File: config.mk
export PLATFORM = sky130hd
export DESIGN_NAME = pwr_fail_seq
export DESIGN_NICKNAME = d
export VERILOG_FILES = /design/src/rtl/pfs_pkg.sv /design/src/rtl/pfs_filter.sv /design/src/rtl/pfs_rec_timer.sv /design/src/rtl/pfs_ctrl.sv /design/src/rtl/pwr_fail_seq.sv
export SDC_FILE = /design/constraint.sdc
export NUM_CORES = 1
export LEC_CHECK = 0
export ABC_AREA = 0
export BUFFER_PORTS_ARGS = -buffer_cell sky130_fd_sc_hd__buf_2
export CORE_MARGIN = 8
export CORE_UTILIZATION = 39
export CTS_CLUSTER_DIAMETER = 200
export DETAILED_ROUTE_END_ITERATION = 16
export GPL_ROUTABILITY_DRIVEN = 1
export SETUP_SLACK_MARGIN = 0.05
export SYNTH_ARGS = -nofsm -noshare
export SYNTH_HDL_FRONTEND = slang
export SYNTH_SLANG_ARGS = --single-unit
File: constraint.sdc
create_clock -name clk -period 1.4 [get_ports clk]
set_clock_uncertainty 0.1 [all_clocks]
set_input_delay 0.07 -clock clk [delete_from_list [all_inputs] [get_ports clk]]
set_output_delay 0.07 -clock clk [all_outputs]
set_load 0.005 [all_outputs]
File: src/rtl/pfs_pkg.sv
package pfs_pkg;
   typedef enum logic [1:0] {
      ST_NORMAL  = 2'd0,
      ST_PROTECT = 2'd1,
      ST_BATTERY = 2'd2,
      ST_RECOVER = 2'd3
   } pfs_state_e;

   localparam int FLAG_PF   = 0;
   localparam int FLAG_SO   = 1;
   localparam int NUM_FLAGS = 2;
endpackage

File: src/rtl/pfs_filter.sv
module pfs_filter #(
   parameter int SYNC_STAGES = 2,
   parameter int STABLE_CYC  = 4
) (
   input  logic clk,
   input  logic rst_n,
   input  logic raw_i,
   output logic flt_o
);
   localparam int CW = (STABLE_CYC < 2) ? 1 : $clog2(STABLE_CYC + 1);
   localparam logic [CW-1:0] CNT_LAST = CW'(STABLE_CYC - 1);

   initial begin
      assert (SYNC_STAGES >= 0) else $error("pfs_filter: SYNC_STAGES must be >= 0");
      assert (STABLE_CYC >= 1) else $error("pfs_filter: STABLE_CYC must be >= 1");
   end

   logic sync_w;

   generate
      if (SYNC_STAGES == 0) begin : g_nosync
         assign sync_w = raw_i;
      end else begin : g_sync
         logic [SYNC_STAGES-1:0] chain_q;
         always_ff @(posedge clk or negedge rst_n) begin
            if (!rst_n) begin
               chain_q <= '0;
            end else begin
               chain_q[0] <= raw_i;
               for (int i = 1; i < SYNC_STAGES; i++) begin
                  chain_q[i] <= chain_q[i-1];
               end
            end
         end
         assign sync_w = chain_q[SYNC_STAGES-1];
      end
   endgenerate

   logic [CW-1:0] cnt_q;
   logic          flt_q;

   always_ff @(posedge clk or negedge rst_n) begin
      if (!rst_n) begin
         cnt_q <= '0;
         flt_q <= 1'b0;
      end else if (sync_w == flt_q) begin
         cnt_q <= '0;
      end else if (cnt_q == CNT_LAST) begin
         cnt_q <= '0;
         flt_q <= sync_w;
      end else begin
         cnt_q <= cnt_q + 1'b1;
      end
   end

   assign flt_o = flt_q;

   AST_FLT_FOLLOWS_SYNC: assert property (@(posedge clk) disable iff (!rst_n)
      !$stable(flt_q) |-> (flt_q == $past(sync_w)));
   AST_CNT_IN_RANGE: assert property (@(posedge clk) disable iff (!rst_n)
      cnt_q <= CNT_LAST);
endmodule

File: src/rtl/pfs_rec_timer.sv
module pfs_rec_timer #(
   parameter int REC_CYC = 20
) (
   input  logic clk,
   input  logic rst_n,
   input  logic run_i,
   output logic done_o
);
   localparam int CW = (REC_CYC < 2) ? 1 : $clog2(REC_CYC + 1);
   localparam logic [CW-1:0] CNT_LAST = CW'(REC_CYC - 1);

   initial begin
      assert (REC_CYC >= 1) else $error("pfs_rec_timer: REC_CYC must be >= 1");
   end

   logic [CW-1:0] cnt_q;

   always_ff @(posedge clk or negedge rst_n) begin
      if (!rst_n) begin
         cnt_q <= '0;
      end else if (!run_i) begin
         cnt_q <= '0;
      end else if (cnt_q != CNT_LAST) begin
         cnt_q <= cnt_q + 1'b1;
      end
   end

   assign done_o = run_i && (cnt_q == CNT_LAST);

   AST_REC_CLEARED_IDLE: assert property (@(posedge clk) disable iff (!rst_n)
      !$past(run_i) |-> (cnt_q == '0));
   AST_REC_BOUND: assert property (@(posedge clk) disable iff (!rst_n)
      cnt_q <= CNT_LAST);
endmodule

File: src/rtl/pfs_ctrl.sv
module pfs_ctrl
   import pfs_pkg::*;
(
   input  logic clk,
   input  logic rst_n,
   input  logic below_pf_i,
   input  logic below_so_i,
   input  logic rec_done_i,
   output logic rec_run_o,
   output logic wr_prot_o,
   output logic acc_abort_o,
   output logic bat_sel_o,
   output logic low_pwr_o
);
   pfs_state_e st_q, st_nxt;
   logic       abort_q;

   always_comb begin
      st_nxt = st_q;
      unique case (st_q)
         ST_NORMAL:  if (below_pf_i || below_so_i) st_nxt = ST_PROTECT;
         ST_PROTECT: begin
            if (below_so_i)       st_nxt = ST_BATTERY;
            else if (!below_pf_i) st_nxt = ST_RECOVER;
         end
         ST_BATTERY: if (!below_so_i) st_nxt = ST_PROTECT;
         ST_RECOVER: begin
            if (below_pf_i || below_so_i) st_nxt = ST_PROTECT;
            else if (rec_done_i)          st_nxt = ST_NORMAL;
         end
         default: st_nxt = ST_PROTECT;
      endcase
   end

   always_ff @(posedge clk or negedge rst_n) begin
      if (!rst_n) begin
         st_q    <= ST_NORMAL;
         abort_q <= 1'b0;
      end else begin
         st_q    <= st_nxt;
         abort_q <= (st_nxt == ST_PROTECT) && (st_q != ST_PROTECT);
      end
   end

   assign rec_run_o   = (st_q == ST_RECOVER);
   assign wr_prot_o   = (st_q != ST_NORMAL);
   assign acc_abort_o = abort_q;
   assign bat_sel_o   = (st_q == ST_BATTERY);
   assign low_pwr_o   = (st_q == ST_BATTERY);

   AST_ABORT_SINGLE: assert property (@(posedge clk) disable iff (!rst_n)
      acc_abort_o |=> !acc_abort_o);
   AST_ABORT_IN_PROTECT: assert property (@(posedge clk) disable iff (!rst_n)
      acc_abort_o |-> (st_q == ST_PROTECT));
   AST_BAT_NEEDS_PROT: assert property (@(posedge clk) disable iff (!rst_n)
      (bat_sel_o || low_pwr_o) |-> wr_prot_o);
   AST_RECOVER_DROP: assert property (@(posedge clk) disable iff (!rst_n)
      (st_q == ST_RECOVER && below_pf_i) |=> (st_q == ST_PROTECT));
   AST_BAT_LEAVE: assert property (@(posedge clk) disable iff (!rst_n)
      (st_q == ST_BATTERY && !below_so_i) |=> (st_q == ST_PROTECT && acc_abort_o));
endmodule

File: src/rtl/pwr_fail_seq.sv
module pwr_fail_seq #(
   parameter int SYNC_STAGES = 2,
   parameter int STABLE_CYC  = 4,
   parameter int REC_CYC     = 20
) (
   input  logic clk,
   input  logic rst_n,
   input  logic below_pf_i,
   input  logic below_so_i,
   output logic wr_prot_o,
   output logic acc_abort_o,
   output logic bat_sel_o,
   output logic low_pwr_o
);
   import pfs_pkg::*;

   logic [NUM_FLAGS-1:0] raw_w;
   logic [NUM_FLAGS-1:0] flt_w;
   logic                 rec_run_w;
   logic                 rec_done_w;

   assign raw_w[FLAG_PF] = below_pf_i;
   assign raw_w[FLAG_SO] = below_so_i;

   generate
      for (genvar g = 0; g < NUM_FLAGS; g++) begin : g_flag
         pfs_filter #(
            .SYNC_STAGES(SYNC_STAGES),
            .STABLE_CYC (STABLE_CYC)
         ) u_filter (
            .clk  (clk),
            .rst_n(rst_n),
            .raw_i(raw_w[g]),
            .flt_o(flt_w[g])
         );
      end
   endgenerate

   pfs_rec_timer #(
      .REC_CYC(REC_CYC)
   ) u_timer (
      .clk   (clk),
      .rst_n (rst_n),
      .run_i (rec_run_w),
      .done_o(rec_done_w)
   );

   pfs_ctrl u_ctrl (
      .clk        (clk),
      .rst_n      (rst_n),
      .below_pf_i (flt_w[FLAG_PF]),
      .below_so_i (flt_w[FLAG_SO]),
      .rec_done_i (rec_done_w),
      .rec_run_o  (rec_run_w),
      .wr_prot_o  (wr_prot_o),
      .acc_abort_o(acc_abort_o),
      .bat_sel_o  (bat_sel_o),
      .low_pwr_o  (low_pwr_o)
   );

   AST_RESET_QUIET: assert property (@(posedge clk)
      !rst_n |-> !(wr_prot_o || acc_abort_o || bat_sel_o || low_pwr_o));
endmodule

==> flow_metrics.env, run 1 <==
export IMPL_antenna_found_initial=0
export IMPL_hold_class="in -> async"
export IMPL_hold_viol=0
export IMPL_p_leak_nw=0.434
export IMPL_cap_violations=0
export IMPL_outcome="complete, no violations"
export IMPL_grt_use_total_pct=7.65
export IMPL_layout_common_cells="20 x dfrtp_1, 7 x buf_2"
export IMPL_postSynthAreaPerCell_um2=12.5
export IMPL_slew_headroom_pct=71.1
export IMPL_cts_sinks=20
export IMPL_cts_root_buf="clkbuf_4"
export IMPL_dieArea_um2=3800
export IMPL_clock_path_buffers=2
export IMPL_grt_start_max_net_pins=21
export IMPL_reg2reg_slack_ns=0.1
export IMPL_routed_via_density=4.66
export IMPL_drcViolationCount=0
export IMPL_synth_seq_cells=20
export IMPL_vias=499
export IMPL_io_pins=8
export IMPL_cts_tree="done"
export IMPL_met3WireLength_um=91
export IMPL_reg2reg_depth=4
export IMPL_worst_ir_drop_vdd_uv=1050
export IMPL_grt_pass1_wl_mm=2.16
export IMPL_ys_types=25
export IMPL_drv_slew=0
export IMPL_core_um2=1960
export IMPL_final_common_cell="dfrtp_1"
export IMPL_startpoint_type="flop"
export IMPL_final_min_clock_period_ns=1.30
export IMPL_r2r_start="u_timer.cnt_q[1]"
export IMPL_final_nets=89
export IMPL_p_per_area_nw_per_um2=1710
export IMPL_path_max_fanout=4
export IMPL_final_cells=107
export IMPL_drtAntennaViolNets=0
export IMPL_die_h_um=61.7
export IMPL_first_iter_violations=9
export IMPL_cts_buffers=3
export IMPL_area_growth_pct=19.1
export IMPL_rows=16
export IMPL_wl_met1_um=630
export IMPL_drive_gt1_share_pct=23.8
export IMPL_port_buffers=7
export IMPL_crit_path_end_kind="flop"
export IMPL_hpwl_um=866
export IMPL_fmax_mhz=767
export IMPL_wirelength_mm=1.22
export IMPL_finalCritPeriodShare_pct=93.1
export IMPL_grt_pass1_vias=469
export IMPL_wl_met2_um=491
export IMPL_tightestPinTransition_ns=0.434
export IMPL_fillers=186
export IMPL_ys_seq_area_share_pct=61.5
export IMPL_htreeDepth=1
export IMPL_rsz0062_at_grt="yes"
export IMPL_required_ns=1.49
export IMPL_synth_warnings=0
export IMPL_top_layer="met4"
export IMPL_syn_area_um2=813
export IMPL_path_clk_slew_ns=0.10
export IMPL_crit_type="reg -> reg"
export IMPL_diodes=0
export IMPL_gp_congestion=0.709
export IMPL_syn_inst=65
export IMPL_synth_net_count=72
export IMPL_grt_ovfl_total=0
export IMPL_clk_latency_ns=0.29
export IMPL_die_x_um=61.7
export IMPL_setup_viol=0
export IMPL_initial_core_util_pct=41.5
export IMPL_cp_arrival_ns=1.40
export IMPL_final_setup_tns_ns=0
export IMPL_reg2reg_to="u_ctrl.st_q[1]"
export IMPL_wl_per_cell_um=11.4
export IMPL_drt_first_pass_iters=4
export IMPL_post_place_cells=98
[final cells by class]
| class | count | area, µm² | share of cell area (%) |
|---|---|---|---|
| Clock buffer | 3 | 22.5 | 2.33 |
| Tap cell | 27 | 33.8 | 3.49 |
| Timing Repair Buffer | 13 | 87.6 | 9.04 |
| Inverter | 1 | 3.75 | 0.388 |
| Multi-Input combinational cell | 43 | 320 | 33.1 |
| Sequential cell | 20 | 500 | 51.7 |
[state kept, by name, indices dropped and copies added (netlist names)]
| name | count |
|---|---|
| g_flag.u_filter.cnt_q | 6 |
| g_flag.u_filter.flt_o | 2 |
| g_flag.u_filter.g_sync.chain_q | 4 |
| u_ctrl.acc_abort_o | 1 |
| u_ctrl.st_q | 2 |
| u_timer.cnt_q | 5 |
[where the power goes]
part           switching [mW]  internal, mW  leakage [nW]
Clock                   0.153        0.0999        0.0138
Sequential              0.131         0.726         0.252
Combinational           0.245         0.299         0.168
Total                   0.529          1.12         0.434
[cell families (layout without fill, tap and decap cells)]
group           count (synthesis)  count (layout)  share of synthesized area (%)
flops                          20              20                           61.5
xor+xnor                        6               6                           6.46
compound gates                  8               8                           6.00
buf+inv                         2              17                           1.38
simple gates                   25              25                           18.6
mux                             1               1                           1.38
fa+ha+maj                       3               3                           4.62
[stage by stage]
step | cell area, µm² | total power [mW] | hold WS (ns) | setup slack (ns) | utilization (%)
after detailed placement | 875 | 1.33 | -0.0566 | 0.0366 | 44.6
after floorplan | 813 | 1.20 | -0.326 | 0.111 | -
after global placement | 875 | 1.31 | -0.0594 | 0.0748 | 44.6
after global routing | 968 | 1.78 | 0.168 | 0.0354 | 49.4
final | 968 | 1.65 | 0.133 | 0.0965 | 49.4
after CTS | 945 | 1.64 | 0.149 | 0.0613 | 48.2
[how the worst max path moves through the flow]
stage	start	endpoint	slack [ns]	cells past startpoint
detailed placement	u_timer.cnt_q[0]	u_ctrl.st_q[1]	0.04	4
finish	u_timer.cnt_q[1]	u_ctrl.st_q[1]	0.1	4
CTS	u_ctrl.st_q[0]	wr_prot_o	0.06	2
global route	u_timer.cnt_q[1]	u_ctrl.st_q[1]	0.04	4
global placement	u_timer.cnt_q[0]	u_ctrl.st_q[1]	0.07	4
floorplan	u_timer.cnt_q[0]	u_ctrl.st_q[1]	0.11	4
[synth_stat cells]
master	number	area, µm²
nand2_1	4	15.0
buf_4	1	7.51
o21ai_1	2	10.0
a31o_1	1	8.76
nor2_1	4	15.0
nand2b_1	1	6.26
nor3_1	3	15.0
dfrtp_1	20	500
nor2b_2	1	8.76
nor3b_1	4	30.0
xor2_1	2	17.5
and4bb_1	1	12.5
nand3_1	2	10.0
a211oi_1	1	7.51
nand4bb_1	1	11.3
mux2_2	1	11.3
ha_1	3	37.5
inv_1	1	3.75
xnor2_1	4	35.0
a21oi_1	2	10.0
nor2b_1	2	12.5
or2_2	1	6.26
o21ai_0	1	5.00
and3b_1	1	8.76
o21a_1	1	7.51
[worst max-delay path: stages (launching register included)]
cell and delay (ns):
dfrtp_1 0.41, ha_4 0.17, and4bb_2 0.27, o21ai_2 0.05, a31o_1 0.21
[metal layers]
metal  vias to the layer above  track usage, %
met3                         2            4.59
li1                        257               -
met2                        11            10.5
met5                         -               0
met1                       229            9.85
met4                         0            1.95
[repair_timing]
item / CTS / global route
gates resized for setup: 1 / 4
hold buffers: 3 / 0
endpoints found under the hold margin: 22 / 0
pin swaps: 0 / 1
endpoints found under the setup margin: 2 / 2
setup buffers: 2 / 1
cloned: 0 / 0
Note: power is estimated with default switching activity, not from simulation.
==> run 2, diff against run 1 <==
REMOVE_ABC_BUFFERS = 1   (was default)
==> flow_metrics.env, run 2 (synthesized netlist as in run 1, its figures left out) <==
export IMPL_outcome="complete, no violations"
export IMPL_layout_common_cells="20 x dfrtp_1, 7 x buf_2"
export IMPL_finalCritPeriodShare_pct=95.2
export IMPL_cts_sinks=20
export IMPL_grt_ovfl_total=0
export IMPL_htreeDepth=1
export IMPL_startpoint_type="flop"
export IMPL_fillers=196
export IMPL_cts_buffers=3
export IMPL_postPlaceCellArea_um2=875
export IMPL_clk_latency_ns=0.30
export IMPL_largest_registers="g_flag.u_filter.cnt_q: 6 flops, u_timer.cnt_q: 5 flops, g_flag.u_filter.g_sync.chain_q: 4 flops"
export IMPL_crit_path_end_kind="flop"
export IMPL_crit_chain="ha_4 > and4bb_1 > o21ai_1 > a31o_1"
export IMPL_first_iter_violations=6
export IMPL_crit_type="reg -> reg"
export IMPL_drtAntennaViolNets=0
export IMPL_drive_gt1_share_pct=23.2
export IMPL_final_min_clock_period_ns=1.33
export IMPL_layout_setup_ws_ns=0.0677
export IMPL_dieArea_um2=3800
export IMPL_largest_reg_flops=6
export IMPL_area_growth_pct=21.2
export IMPL_post_place_cells=98
export IMPL_final_cells=109
export IMPL_wirelength_mm=1.46
export IMPL_vias=538
export IMPL_antenna_found_initial=0
export IMPL_grt_pass1_vias=586
export IMPL_power_mw=1.75
export IMPL_r2r_start="u_timer.cnt_q[0]"
export IMPL_hold_class="in -> async"
export IMPL_io_pins=8
export IMPL_diodes=0
export IMPL_drt_first_pass_iters=6
export IMPL_cpPeakStageDelay_ns=0.42
export IMPL_reg2reg_slack_ns=0.07
export IMPL_drv_slew=0
export IMPL_fin_area_um2=986
export IMPL_grt_start_max_net_pins=21
export IMPL_drcViolationCount=0
export IMPL_gp_congestion=0.687
export IMPL_hold_viol=0
export IMPL_reg2reg_to="u_ctrl.st_q[1]"
export IMPL_path_max_fanout=4
export IMPL_reg2reg_depth=4
export IMPL_cts_root_buf="clkbuf_4"
export IMPL_port_buffers=7
export IMPL_setup_viol=0
export IMPL_final_common_cell="dfrtp_1"
export IMPL_final_setup_tns_ns=0
export IMPL_tightestPinTransition_ns=0.439
export IMPL_p_per_area_nw_per_um2=1770
export IMPL_hpwl_um=905
export IMPL_cts_tree="done"
export IMPL_regArea_um2=500
export IMPL_cp_arrival_ns=1.43
export IMPL_multi_input_area_um2=317
export IMPL_p_leak_nw=0.447
export IMPL_wl_per_cell_um=13.4
export IMPL_grt_use_total_pct=8.75
export IMPL_path_clk_slew_ns=0.11
export IMPL_final_nets=90
export IMPL_core_um2=1960
export IMPL_fmax_mhz=751
export IMPL_slew_headroom_pct=70.7
export IMPL_grt_pass1_wl_mm=2.35
export IMPL_initial_core_util_pct=41.5
export IMPL_cap_violations=0
export IMPL_rows=16
export IMPL_largest_register="g_flag.u_filter.cnt_q"
export IMPL_pre_cts_slack_ns=0.0376
export IMPL_routed_via_density=4.94
export IMPL_required_ns=1.50
export IMPL_rsz0062_at_grt="yes"
export IMPL_clock_path_buffers=2
export IMPL_die_h_um=61.7
export IMPL_crit_slowest_cell="dfrtp_1"
export IMPL_worst_ir_drop_vdd_uv=680
export IMPL_die_x_um=61.7
[run 2: critical path, delay by kind of cell (launching register included)]
kind | cells | cell delay (ns)
simple gates | 1 | 0.26
compound gates | 2 | 0.28
flops | 1 | 0.42
fa+ha+maj | 1 | 0.17
[run 2: what timing repair did]
item                                    4_1_cts  5_1_grt
buffers inserted                              3        1
pin swaps                                     0        1
hold buffers                                  3        0
gates resized for setup                       1        2
endpoints found under the hold margin        22        0
endpoints found under the setup margin        2        3
[run 2: cell type report]
cell class              count  share of cell area, %
multi-input cells          43                   32.1
clock buffers               4                   3.68
well taps                  27                   3.43
repair buffers             14                   9.64
flip-flops and latches     20                   50.8
inverters                   1                  0.381
[run 2: worst max-delay path by stage]
stage / endpoint / cells past startpoint / from / slack [ns]
5_1_grt: u_ctrl.st_q[1] / 4 / u_timer.cnt_q[0] / 0.01
4_1_cts: u_ctrl.st_q[1] / 4 / u_timer.cnt_q[1] / 0.06
6_report: u_ctrl.st_q[1] / 4 / u_timer.cnt_q[0] / 0.07
3_3_place_gp: u_ctrl.st_q[1] / 4 / u_timer.cnt_q[0] / 0.08
2_1_floorplan: u_ctrl.st_q[1] / 4 / u_timer.cnt_q[0] / 0.11
3_5_place_dp: u_ctrl.st_q[1] / 4 / u_timer.cnt_q[0] / 0.04
[run 2: report_power, final]
group	internal (mW)	switching, mW	leakage, nW
Combinational	0.308	0.257	0.174
Clock	0.159	0.172	0.0210
Sequential	0.726	0.125	0.252
Total	1.19	0.553	0.447
[run 2: per-stage QoR]
stage	hold slack, ns	utilization (%)
after global placement	-0.0622	44.6
after global routing	0.198	50.3
after floorplan	-0.326	-
after CTS	0.139	49.2
after detailed placement	-0.0559	44.6
final	0.144	50.3
[run 2: metal layers]
metal  global-route usage [%]  vias to the layer above  wire length [µm]
met5                        0                        -                 0
met4                     7.47                        0                10
met3                     3.34                        2                90
met2                     14.8                        7               792
met1                     8.10                      270               563
li1                         -                      259                 -
